**config.mk**
```make
export PLATFORM = sky130hd
export DESIGN_NAME = tap_bus_ctrl
export DESIGN_NICKNAME = d
export VERILOG_FILES = /design/src/rtl/tapctl_pkg.sv /design/src/rtl/tap_fsm.sv /design/src/rtl/tap_instr.sv /design/src/rtl/bscan_chain.sv /design/src/rtl/tap_bus_ctrl.sv
export SDC_FILE = /design/constraint.sdc
export NUM_CORES = 1
export LEC_CHECK = 0
export BUFFER_PORTS_ARGS = -buffer_cell sky130_fd_sc_hd__clkbuf_2
export CAP_MARGIN = 20
export CORE_ASPECT_RATIO = 1.4
export CORE_UTILIZATION = 45
export CTS_CLUSTER_DIAMETER = 120
export DETAILED_ROUTE_END_ITERATION = 8
export GPL_TIMING_DRIVEN = 0
export PLACE_DENSITY = 0.67
export SLEW_MARGIN = 15
export SYNTH_ARGS = -nofsm -noshare
export SYNTH_HDL_FRONTEND = slang
export SYNTH_HIERARCHICAL = 1
export SYNTH_SLANG_ARGS = --single-unit
```
**constraint.sdc**
```tcl
create_clock -name tck -period 3 [get_ports tck]
set_clock_uncertainty 0.05 [all_clocks]
set_input_delay 0.3 -clock tck [delete_from_list [all_inputs] [get_ports tck]]
set_output_delay 0.3 -clock tck [all_outputs]
set_load 0.02 [all_outputs]
```
**src/rtl/tapctl_pkg.sv**
```systemverilog
`timescale 1ns/1ps
package tapctl_pkg;

  typedef enum logic [3:0] {
    ST_RESET, ST_IDLE,
    ST_SEL_DR, ST_CAP_DR, ST_SH_DR, ST_EX1_DR, ST_PA_DR, ST_EX2_DR, ST_UPD_DR,
    ST_SEL_IR, ST_CAP_IR, ST_SH_IR, ST_EX1_IR, ST_PA_IR, ST_EX2_IR, ST_UPD_IR
  } tap_state_e;

  typedef enum logic [1:0] {
    PATH_BYPASS, PATH_IDCODE, PATH_CHAIN
  } dr_path_e;

  localparam int          OPW        = 3;
  localparam logic [OPW-1:0] OP_EXTEST = 3'b000;
  localparam logic [OPW-1:0] OP_IDCODE = 3'b001;
  localparam logic [OPW-1:0] OP_SAMPLE = 3'b100;
  localparam logic [OPW-1:0] OP_BYPASS = 3'b111;
  localparam logic [OPW-1:0] OP_CAPTURE = 3'b001;

endpackage

```
**src/rtl/tap_fsm.sv**
```systemverilog
`timescale 1ns/1ps
module tap_fsm
  import tapctl_pkg::*;
(
  input  logic       tck,
  input  logic       rst,
  input  logic       tms,
  output tap_state_e state
);

  tap_state_e nxt;

  always_comb begin
    nxt = state;
    case (state)
      ST_RESET:  nxt = tms ? ST_RESET  : ST_IDLE;
      ST_IDLE:   nxt = tms ? ST_SEL_DR : ST_IDLE;
      ST_SEL_DR: nxt = tms ? ST_SEL_IR : ST_CAP_DR;
      ST_CAP_DR: nxt = tms ? ST_EX1_DR : ST_SH_DR;
      ST_SH_DR:  nxt = tms ? ST_EX1_DR : ST_SH_DR;
      ST_EX1_DR: nxt = tms ? ST_UPD_DR : ST_PA_DR;
      ST_PA_DR:  nxt = tms ? ST_EX2_DR : ST_PA_DR;
      ST_EX2_DR: nxt = tms ? ST_UPD_DR : ST_SH_DR;
      ST_UPD_DR: nxt = tms ? ST_SEL_DR : ST_IDLE;
      ST_SEL_IR: nxt = tms ? ST_RESET  : ST_CAP_IR;
      ST_CAP_IR: nxt = tms ? ST_EX1_IR : ST_SH_IR;
      ST_SH_IR:  nxt = tms ? ST_EX1_IR : ST_SH_IR;
      ST_EX1_IR: nxt = tms ? ST_UPD_IR : ST_PA_IR;
      ST_PA_IR:  nxt = tms ? ST_EX2_IR : ST_PA_IR;
      ST_EX2_IR: nxt = tms ? ST_UPD_IR : ST_SH_IR;
      ST_UPD_IR: nxt = tms ? ST_SEL_DR : ST_IDLE;
      default:   nxt = ST_RESET;
    endcase
  end

  always_ff @(posedge tck) begin
    if (rst) state <= ST_RESET;
    else     state <= nxt;
  end

endmodule

```
**src/rtl/tap_instr.sv**
```systemverilog
`timescale 1ns/1ps
module tap_instr
  import tapctl_pkg::*;
(
  input  logic           tck,
  input  logic           rst,
  input  logic           tdi,
  input  tap_state_e     state,
  output logic           ir_tdo,
  output logic [OPW-1:0] ir_cur,
  output dr_path_e       dr_path,
  output logic           extest
);

  logic [OPW-1:0] ir_sh;

  always_ff @(posedge tck) begin
    if (rst || state == ST_RESET) begin
      ir_sh  <= OP_CAPTURE;
      ir_cur <= OP_IDCODE;
    end else begin
      case (state)
        ST_CAP_IR: ir_sh  <= OP_CAPTURE;
        ST_SH_IR:  ir_sh  <= {tdi, ir_sh[OPW-1:1]};
        ST_UPD_IR: ir_cur <= ir_sh;
        default: ;
      endcase
    end
  end

  assign ir_tdo = ir_sh[0];

  always_comb begin
    extest  = 1'b0;
    dr_path = PATH_BYPASS;
    case (ir_cur)
      OP_EXTEST: begin dr_path = PATH_CHAIN; extest = 1'b1; end
      OP_SAMPLE: dr_path = PATH_CHAIN;
      OP_IDCODE: dr_path = PATH_IDCODE;
      default:   dr_path = PATH_BYPASS;
    endcase
  end

endmodule

```
**src/rtl/bscan_chain.sv**
```systemverilog
`timescale 1ns/1ps
module bscan_chain
  import tapctl_pkg::*;
#(
  parameter int N_PINS   = 96,
  parameter int CTRL_IDX = 85
) (
  input  logic              tck,
  input  logic              rst,
  input  logic              tdi,
  input  tap_state_e        state,
  input  logic              sel,
  input  logic [N_PINS-1:0] pin_now,
  output logic              ser_out,
  output logic [N_PINS-1:0] upd_data,
  output logic              upd_ctrl
);

  localparam int LEN = N_PINS + 1;
  localparam logic [LEN-1:0] UPD_INIT = {{(LEN-1){1'b0}}, 1'b1} << CTRL_IDX;

  logic [LEN-1:0] sh;
  logic [LEN-1:0] upd;
  logic [LEN-1:0] cap;

  for (genvar i = 0; i < LEN; i++) begin : g_cell
    if (i == CTRL_IDX) begin : g_ctl
      assign cap[i] = upd[i];
    end else if (i < CTRL_IDX) begin : g_lo
      assign cap[i] = pin_now[i];
    end else begin : g_hi
      assign cap[i] = pin_now[i-1];
    end
  end

  for (genvar p = 0; p < N_PINS; p++) begin : g_pin
    if (p < CTRL_IDX) begin : g_lo
      assign upd_data[p] = upd[p];
    end else begin : g_hi
      assign upd_data[p] = upd[p+1];
    end
  end

  always_ff @(posedge tck) begin
    if (rst || state == ST_RESET) begin
      sh  <= '0;
      upd <= UPD_INIT;
    end else if (sel) begin
      case (state)
        ST_CAP_DR: sh  <= cap;
        ST_SH_DR:  sh  <= {tdi, sh[LEN-1:1]};
        ST_UPD_DR: upd <= sh;
        default: ;
      endcase
    end
  end

  assign ser_out  = sh[0];
  assign upd_ctrl = upd[CTRL_IDX];

endmodule

```
**src/rtl/tap_bus_ctrl.sv**
```systemverilog
`timescale 1ns/1ps
module tap_bus_ctrl
  import tapctl_pkg::*;
#(
  parameter int          N_PINS    = 96,
  parameter bit          PACKAGE_B = 1'b0,
  parameter int          CTRL_IDX  = PACKAGE_B ? 89 : 85,
  parameter int          ID_W      = 32,
  parameter logic [ID_W-1:0] ID_VALUE = 32'h0A5C_3001
) (
  input  logic              tck,
  input  logic              rst,
  input  logic              tms,
  input  logic              tdi,
  input  logic [N_PINS-1:0] func_data,
  input  logic              func_oe,
  output logic              tdo,
  output logic              tdo_oe,
  output logic [N_PINS-1:0] pin_out,
  output logic              bus_oe
);

  tap_state_e     state;
  dr_path_e       dr_path;
  logic [OPW-1:0] ir_cur;
  logic           ir_tdo, extest, chain_tdo, ctrl_upd;
  logic [N_PINS-1:0] data_upd;
  logic           bypass_q;
  logic [ID_W-1:0] id_sh;

  tap_fsm u_fsm (.tck(tck), .rst(rst), .tms(tms), .state(state));

  tap_instr u_ir (
    .tck(tck), .rst(rst), .tdi(tdi), .state(state),
    .ir_tdo(ir_tdo), .ir_cur(ir_cur), .dr_path(dr_path), .extest(extest)
  );

  bscan_chain #(.N_PINS(N_PINS), .CTRL_IDX(CTRL_IDX)) u_chain (
    .tck(tck), .rst(rst), .tdi(tdi), .state(state),
    .sel(dr_path == PATH_CHAIN), .pin_now(pin_out),
    .ser_out(chain_tdo), .upd_data(data_upd), .upd_ctrl(ctrl_upd)
  );

  always_ff @(posedge tck) begin
    if (rst) begin
      bypass_q <= 1'b0;
      id_sh    <= '0;
    end else if (state == ST_CAP_DR) begin
      bypass_q <= 1'b0;
      id_sh    <= ID_VALUE;
    end else if (state == ST_SH_DR) begin
      bypass_q <= tdi;
      id_sh    <= {tdi, id_sh[ID_W-1:1]};
    end
  end

  always_comb begin
    if (extest) begin
      pin_out = data_upd;
      bus_oe  = ctrl_upd;
    end else begin
      pin_out = func_data;
      bus_oe  = func_oe;
    end
  end

  always_ff @(negedge tck) begin
    if (rst) begin
      tdo    <= 1'b0;
      tdo_oe <= 1'b0;
    end else begin
      tdo_oe <= (state == ST_SH_DR) || (state == ST_SH_IR);
      if (state == ST_SH_IR) tdo <= ir_tdo;
      else if (state == ST_SH_DR) begin
        case (dr_path)
          PATH_CHAIN:  tdo <= chain_tdo;
          PATH_IDCODE: tdo <= id_sh[0];
          default:     tdo <= bypass_q;
        endcase
      end else tdo <= 1'b0;
    end
  end

endmodule

```
==> results of run 1 <==
final timing paths:
check / cells after the start / to / from / slack, ns
setup / recovery: 6 / tdo$_SDFF_NP0_ / u_ir/ir_cur[0]$_SDFFE_PP1N_ / 0.07
hold / removal: 3 / bypass_q$_SDFFE_PP0P_ / tdi / 0.05
setup reg to reg: 6 / tdo$_SDFF_NP0_ / u_ir/ir_cur[0]$_SDFFE_PP1N_ / 0.07
hold reg to reg: 2 / id_sh[8]$_SDFFE_PP0P_ / id_sh[9]$_SDFFE_PP0P_ / 0.40
worst reg2reg max path, stage by stage (launching register included):
cell and delay (ns):
sky130_fd_sc_hd__dfxtp_2 0.34, sky130_fd_sc_hd__nor3b_4 0.15, sky130_fd_sc_hd__buf_4 0.13, sky130_fd_sc_hd__ha_1 0.18, sky130_fd_sc_hd__a221o_1 0.36, sky130_fd_sc_hd__nand3_2 0.09, sky130_fd_sc_hd__a21oi_2 0.06
cells by family after synthesis:
family          synth area share, %
buf+inv                        5.19
compound gates                 16.0
flops                          45.7
mux                            21.0
xor+xnor                     0.0841
simple gates                   11.8
fa+ha+maj                     0.240
per-layer routing:
| layer | part of all wire (%) | vias up | GRT usage, % |
|---|---|---|---|
| met5 | 0 | - | 0 |
| met4 | 1.7 | 0 | 5.06 |
| met3 | 4.6 | 29 | 3.54 |
| met2 | 50 | 178 | 38.5 |
| met1 | 44 | 4009 | 26.8 |
| li1 | - | 4282 | - |
registers in the layout (all words and copies together) (netlist names):
name         count
bypass_q         1
id_sh           31
tdo              1
tdo_oe           1
u_chain/sh      97
u_chain/upd     97
u_fsm/state      4
u_ir/ir_cur      3
u_ir/ir_sh       3
per-stage QoR:
stage	TNS, ns	std cells	util, %	power (mW)	cell area (sq um)
finish	0	1631	56.6	7.24	12800
floorplan	0	1083	-	3.64	10400
CTS	0	1630	56.5	7.31	12800
detailed placement	-0.418	1582	52.2	3.86	11800
global placement	-0.430	1582	52.2	3.86	11800
global route	-0.00862	1630	56.6	7.48	12800
synth_stat cells (2+ instances only):
library cell / instances / share of area, %
sky130_fd_sc_hd__buf_2: 35 / 1.7
sky130_fd_sc_hd__o211ai_1: 2 / 0.14
sky130_fd_sc_hd__and3b_1: 2 / 0.17
sky130_fd_sc_hd__nor3_1: 2 / 0.096
sky130_fd_sc_hd__nand2b_1: 3 / 0.18
sky130_fd_sc_hd__buf_4: 11 / 0.79
sky130_fd_sc_hd__or3_1: 2 / 0.12
sky130_fd_sc_hd__inv_1: 7 / 0.25
sky130_fd_sc_hd__clkbuf_1: 31 / 1.1
sky130_fd_sc_hd__nand3_1: 8 / 0.38
sky130_fd_sc_hd__o21ai_0: 5 / 0.24
sky130_fd_sc_hd__mux2i_1: 109 / 10
sky130_fd_sc_hd__o21ai_1: 7 / 0.34
sky130_fd_sc_hd__clkbuf_8: 2 / 0.26
sky130_fd_sc_hd__ha_1: 2 / 0.24
sky130_fd_sc_hd__a21oi_1: 125 / 6.0
sky130_fd_sc_hd__nand3b_1: 4 / 0.29
sky130_fd_sc_hd__mux2_2: 97 / 10
sky130_fd_sc_hd__buf_6: 10 / 1.1
sky130_fd_sc_hd__nor3b_1: 3 / 0.22
sky130_fd_sc_hd__nor2b_1: 2 / 0.12
sky130_fd_sc_hd__nor2_1: 10 / 0.36
sky130_fd_sc_hd__nand2_1: 243 / 8.8
sky130_fd_sc_hd__dfxtp_1: 238 / 46
sky130_fd_sc_hd__o2bb2ai_1: 97 / 8.2
what timing repair did:
action | in CTS | in global routing
endpoints found under the setup margin | 32 | 16
hold buffers | 0 | 0
gates resized for setup | 10 | 8
pin swaps | 1 | 3
setup buffers | 3 | 0
layout make-up:
type	count	area (sq um)
diodes	1	2.50
flip-flops and latches	238	4780
inverters	6	22.5
fillers	2168	9820
multi-input cells	749	5150
repair buffers	201	1010
clock buffers	28	657
well taps	301	377
clock inverters	18	272
plain buffers	89	520
report_power, final:
part / total, mW / switching [mW] / internal, mW / leakage [nW]
combinational: 0.595 / 0.364 / 0.231 / 2.20
clock: 3.46 / 1.28 / 2.18 / 0.461
sequential: 3.19 / 0.0190 / 3.17 / 1.92
==> results.rst, run 1 <==
.. list-table::
   :header-rows: 1

   * - Metric
     - Value
   * - Max Root-Sink Buffers
     - 3
   * - Worst rel slew slack
     - 62.3%
   * - Effective utilization at floorplan
     - 46.1%
   * - Chip width
     - around 130 um
   * - Most used DFF post-synth
     - sky130_fd_sc_hd__dfxtp_1
   * - Die outline height
     - 182 um
   * - Worst path bufs/invs
     - 1
   * - Area grow syn2layout
     - 22.7%
   * - Standard-cell rows
     - 65
   * - Die Outline Area
     - around 24000 sq um
   * - Proportion of synthesized chip area in sequential cells
     - 45.7%
   * - Biggest fanout along the worst timing path
     - 4
   * - Mapped cell area
     - 10400 sq um
   * - Arr. time, crit path
     - 1.81 ns
   * - Routed wire length
     - approximately 26000 um
   * - Crit Path Class
     - reg -> reg
   * - Routed length per instance
     - 15.9 um
   * - Total global routing track utilization
     - 21.7%
   * - Iteration count of the initial detailed-routing pass
     - 5
   * - Clock buffers created by TritonCTS
     - 24
   * - Root buf cell
     - sky130_fd_sc_hd__clkbuf_16
   * - Number of routed nets with antenna violations
     - 0
   * - TritonCTS clock tree
     - done
   * - Cell with the largest stage delay on the worst path
     - sky130_fd_sc_hd__a221o_1
   * - Max-cap violation count
     - 0
   * - CP top delay family
     - compound AO/OA/AOI/OAI gates
   * - Synthesis warning total
     - 6
   * - Run status
     - complete, no violations
   * - Delay of the slowest cell on the worst path
     - 0.36 ns
   * - Synthesis-stage register bit count
     - 238
   * - Global-route wire length before repair
     - 41300 um
   * - Async set or reset register ratio after synthesis
     - 0%
   * - Pin count of the biggest net entering global routing
     - 19
   * - Buffers added on ports
     - 198
   * - Avg Cell Area, Syn
     - 9.62 sq um
   * - Violation count after the first detailed-routing iteration
     - 323
   * - Static Leak
     - 4.58 nW
   * - Syn Inst Count
     - 1083
   * - Post-Route Hold Slack
     - roughly 0.046 ns
   * - Critical path endpoint category
     - flip-flop
   * - Sum of net half-perimeters after detailed placement
     - 18400 um
   * - Area of the core region
     - 22600 sq um
   * - Number of top-level pins
     - 200
   * - Fraction of final layout cells sized beyond drive strength 1
     - 31.7%
   * - Most common cell after layout, fill and taps aside
     - sky130_fd_sc_hd__nand2_1
   * - Crit path setup slack, layout
     - 0.0658 ns
   * - Leading cell types in the layout, fill and taps excluded
     - sky130_fd_sc_hd__nand2_1 (243), sky130_fd_sc_hd__dfxtp_1 (231), sky130_fd_sc_hd__clkbuf_2 (199)
   * - Path category of the worst min-delay check
     - in -> reg
   * - Slew of the pin with the lowest slew margin
     - approximately 0.57 ns
   * - Via-per-instance ratio
     - 5.21
   * - Leftover overflow at the end of global routing
     - 0
   * - Worst-case vdd ir drop
     - 0.362 mV
   * - Net count after synthesis
     - 1186
   * - Number of global-route vias before repair
     - between 8000 and 9000
   * - Final weighted congestion of routability-driven global placement
     - slightly below 0.8
   * - Worst skew pair latency
     - between 0.5 and 0.6 ns
   * - DRC
     - 0
   * - Initial antenna violation count
     - 1
   * - CP Launch Type
     - flip-flop
   * - Clk sinks
     - between 200 and 250
   * - Setup violators final
     - 0
   * - Count of flip-flops with a built-in enable after synthesis
     - 0
   * - Number of nets in the final layout
     - 1414
   * - Total power density per cell area
     - 566 nW/um^2
   * - Worst Setup Slack post-DPL
     - -0.214 ns
   * - Clock-pin slew on the worst setup and hold paths
     - 0.06 ns
   * - H-tree level count
     - 1
   * - Total number of vias
     - 8498
   * - Final count of pins violating max slew
     - 0
   * - Data required time of the critical path
     - 1.88 ns
   * - Number of distinct standard cells referenced by the synthesized netlist
     - 51
   * - Final count of hold timing violations
     - 0
   * - Sequence of cells on the critical path
     - nor3b_4 -> buf_4 -> ha_1 -> a221o_1 -> nand3_2 -> a21oi_2
(Power assumes the default switching activity.)
==> run 2, diff against run 1 <==
Settings changed: MAX_ROUTING_LAYER from default to met4.
==> run 2 against run 1 <==
Against the previous run: register-to-register slack about the same; die area stayed put; highest routed layer unchanged; flip-flop and latch count unchanged; largest cell class unchanged.
==> results.rst, run 2 (synthesis results as in run 1) <==
.. list-table::
   :header-rows: 1

   * - Metric
     - Value
   * - Total power density per cell area
     - 566 nW/um^2
   * - Worst skew pair latency
     - slightly above 0.5 ns
   * - Register cell area after layout
     - 4780 sq um
   * - CP Launch Type
     - flip-flop
   * - Biggest regs
     - u_chain/sh (97), u_chain/upd (97), id_sh (31)
   * - P_sw
     - 1.66 mW
   * - Chip width
     - 131 um
   * - Die Outline Area
     - 23800 sq um
   * - Initial antenna violation count
     - 1
   * - Total global routing track utilization
     - 22.3%
   * - Slew of the pin with the lowest slew margin
     - 0.564 ns
   * - Leading cell types in the layout, fill and taps excluded
     - sky130_fd_sc_hd__nand2_1 (243), sky130_fd_sc_hd__dfxtp_1 (231), sky130_fd_sc_hd__clkbuf_2 (199)
   * - Static Leak
     - 4.58 nW
   * - Clock-pin slew on the worst setup and hold paths
     - 0.06 ns
   * - Routed length per instance
     - roughly 16 um
   * - Arr. time, crit path
     - between 1.5 and 2 ns
   * - Design Power
     - ~7.2 mW
   * - Part of the total power dissipated in the clock network
     - 47.7%
   * - Layout filler cell count
     - 2168
   * - Crit Path Class
     - reg -> reg
   * - Effective utilization at floorplan
     - 46.1%
   * - Area grow syn2layout
     - 22.7%
   * - Sum of net half-perimeters after detailed placement
     - about 18000 um
   * - Number of top-level pins
     - 200
   * - Sequence of cells on the critical path
     - nor3b_4 -> buf_4 -> ha_1 -> a221o_1 -> nand3_2 -> a21oi_2
   * - Clock buffers created by TritonCTS
     - 24
   * - Sum of negative setup slack
     - 0 ns
   * - Max-cap violation count
     - 0
   * - Most common cell after layout, fill and taps aside
     - sky130_fd_sc_hd__nand2_1
   * - Number of nets in the final layout
     - 1414
   * - TritonCTS clock tree
     - done
   * - Clk sinks
     - 238
   * - Cell with the largest stage delay on the worst path
     - sky130_fd_sc_hd__a221o_1
   * - Iteration count of the initial detailed-routing pass
     - 6
   * - Violation count after the first detailed-routing iteration
     - 378
   * - Number of global-route vias before repair
     - 8292
   * - Delay of the slowest cell on the worst path
     - 0.36 ns
   * - Area of the core region
     - between 20000 and 25000 sq um
   * - Worst-case vdd ir drop
     - between 0.3 and 0.4 mV
   * - Final count of pins violating max slew
     - 0
   * - Combinational group share of total power
     - 8.2%
   * - Die outline height
     - between 150 and 200 um
   * - Max Root-Sink Buffers
     - 3
   * - Routed wire length
     - 25900 um
   * - Final weighted congestion of routability-driven global placement
     - 0.803
   * - Worst rel slew slack
     - 62.4%
   * - Standard-cell rows
     - 65
   * - Share of total power consumed by net switching
     - between 20 and 25%
   * - Buffers added on ports
     - approximately 200
   * - Final count of hold timing violations
     - 0
   * - Sequential fraction of design power
     - roughly 44%
   * - DRC
     - 0
   * - Via-per-instance ratio
     - 5.22
   * - Root buf cell
     - sky130_fd_sc_hd__clkbuf_16
   * - Setup violators final
     - 0
   * - Biggest fanout along the worst timing path
     - 4
   * - H-tree level count
     - 1
   * - Number of routed nets with antenna violations
     - 0
   * - Run status
     - complete, no violations
   * - Critical path endpoint category
     - flip-flop
   * - Fraction of final layout cells sized beyond drive strength 1
     - 31.7%
   * - Global-route wire length before repair
     - between 40000 and 50000 um
   * - Footprint of the multi-input gates
     - 5150 sq um
   * - Total number of vias
     - 8510
   * - Data required time of the critical path
     - between 1.5 and 2 ns
   * - CP top delay family
     - compound AO/OA/AOI/OAI gates
   * - Pin count of the biggest net entering global routing
     - 19
   * - Leftover overflow at the end of global routing
     - 0
   * - Path category of the worst min-delay check
     - in -> reg
   * - Internal power
     - 5.57 mW
   * - Worst path bufs/invs
     - 1
-- run 2: cell counts in the layout (fill, tap and decap cells not counted) --
No cell type changed its count.
-- run 2: per-layer routing --
metal / GRT usage (%) / routed length (um)
met5: - / 0
met4: 5.06 / 429
met3: 3.48 / 1260
met2: 38.5 / 13000
met1: 26.9 / 11300
-- run 2: through the flow --
step           std cells  worst slack, ns  utilization [%]  area [sq um]  hold WS (ns)
6_report            1631           0.0654             56.6         12800        0.0465
5_1_grt             1631         -0.00862             56.6         12800        0.0424
4_1_cts             1630          0.00654             56.5         12800        0.0335
3_5_place_dp        1582           -0.214             52.2         11800         0.393
3_3_place_gp        1582           -0.226             52.2         11800         0.389
2_1_floorplan       1083           0.0587                -         10400         0.319
-- run 2: layout make-up --
cell class                 count  share of cell area, %
clock buffer                  28                   5.14
buffer                        89                   4.07
antenna                        1                 0.0196
tap                          301                   2.94
multi-input combinational    749                   40.3
clock inverter                18                   2.12
inverter                       6                  0.176
sequential                   238                   37.3
timing repair buffer         201                   7.92
-- run 2: power groups by stage --
| stage | Combinational, mW | Clock [mW] | Sequential, mW |
|---|---|---|---|
| final | 0.595 | 3.45 | 3.19 |
| after CTS | 0.599 | 3.53 | 3.19 |
| after detailed placement | 0.597 | 0.00626 | 3.26 |
| after global routing | 0.647 | 3.65 | 3.19 |
| after global placement | 0.593 | 0.00626 | 3.26 |
| after floorplan | 0.379 | 0.00626 | 3.25 |
-- run 2: repair_timing --
item                       CTS  global route
gates resized for setup     10             8
buffers inserted             3             0
hold buffers                 0             0
setup endpoints to repair   32            16
pin swaps                    1             3
-- run 2: tightest hold or removal path, cell delays in order --
cell,delay (ns)
sky130_fd_sc_hd__clkbuf_2,0.13
sky130_fd_sc_hd__nand2_1,0.07
sky130_fd_sc_hd__a21oi_1,0.05
-- run 2: worst paths after layout --
path                                from                    end  slack (ns)  depth (start not counted)
max          u_ir/ir_cur[0]$_SDFFE_PP1N_         tdo$_SDFF_NP0_        0.07                          6
min                                  tdi  bypass_q$_SDFFE_PP0P_        0.05                          3
max reg2reg  u_ir/ir_cur[0]$_SDFFE_PP1N_         tdo$_SDFF_NP0_        0.07                          6
min reg2reg        id_sh[5]$_SDFFE_PP0P_  id_sh[4]$_SDFFE_PP0P_        0.40                          2
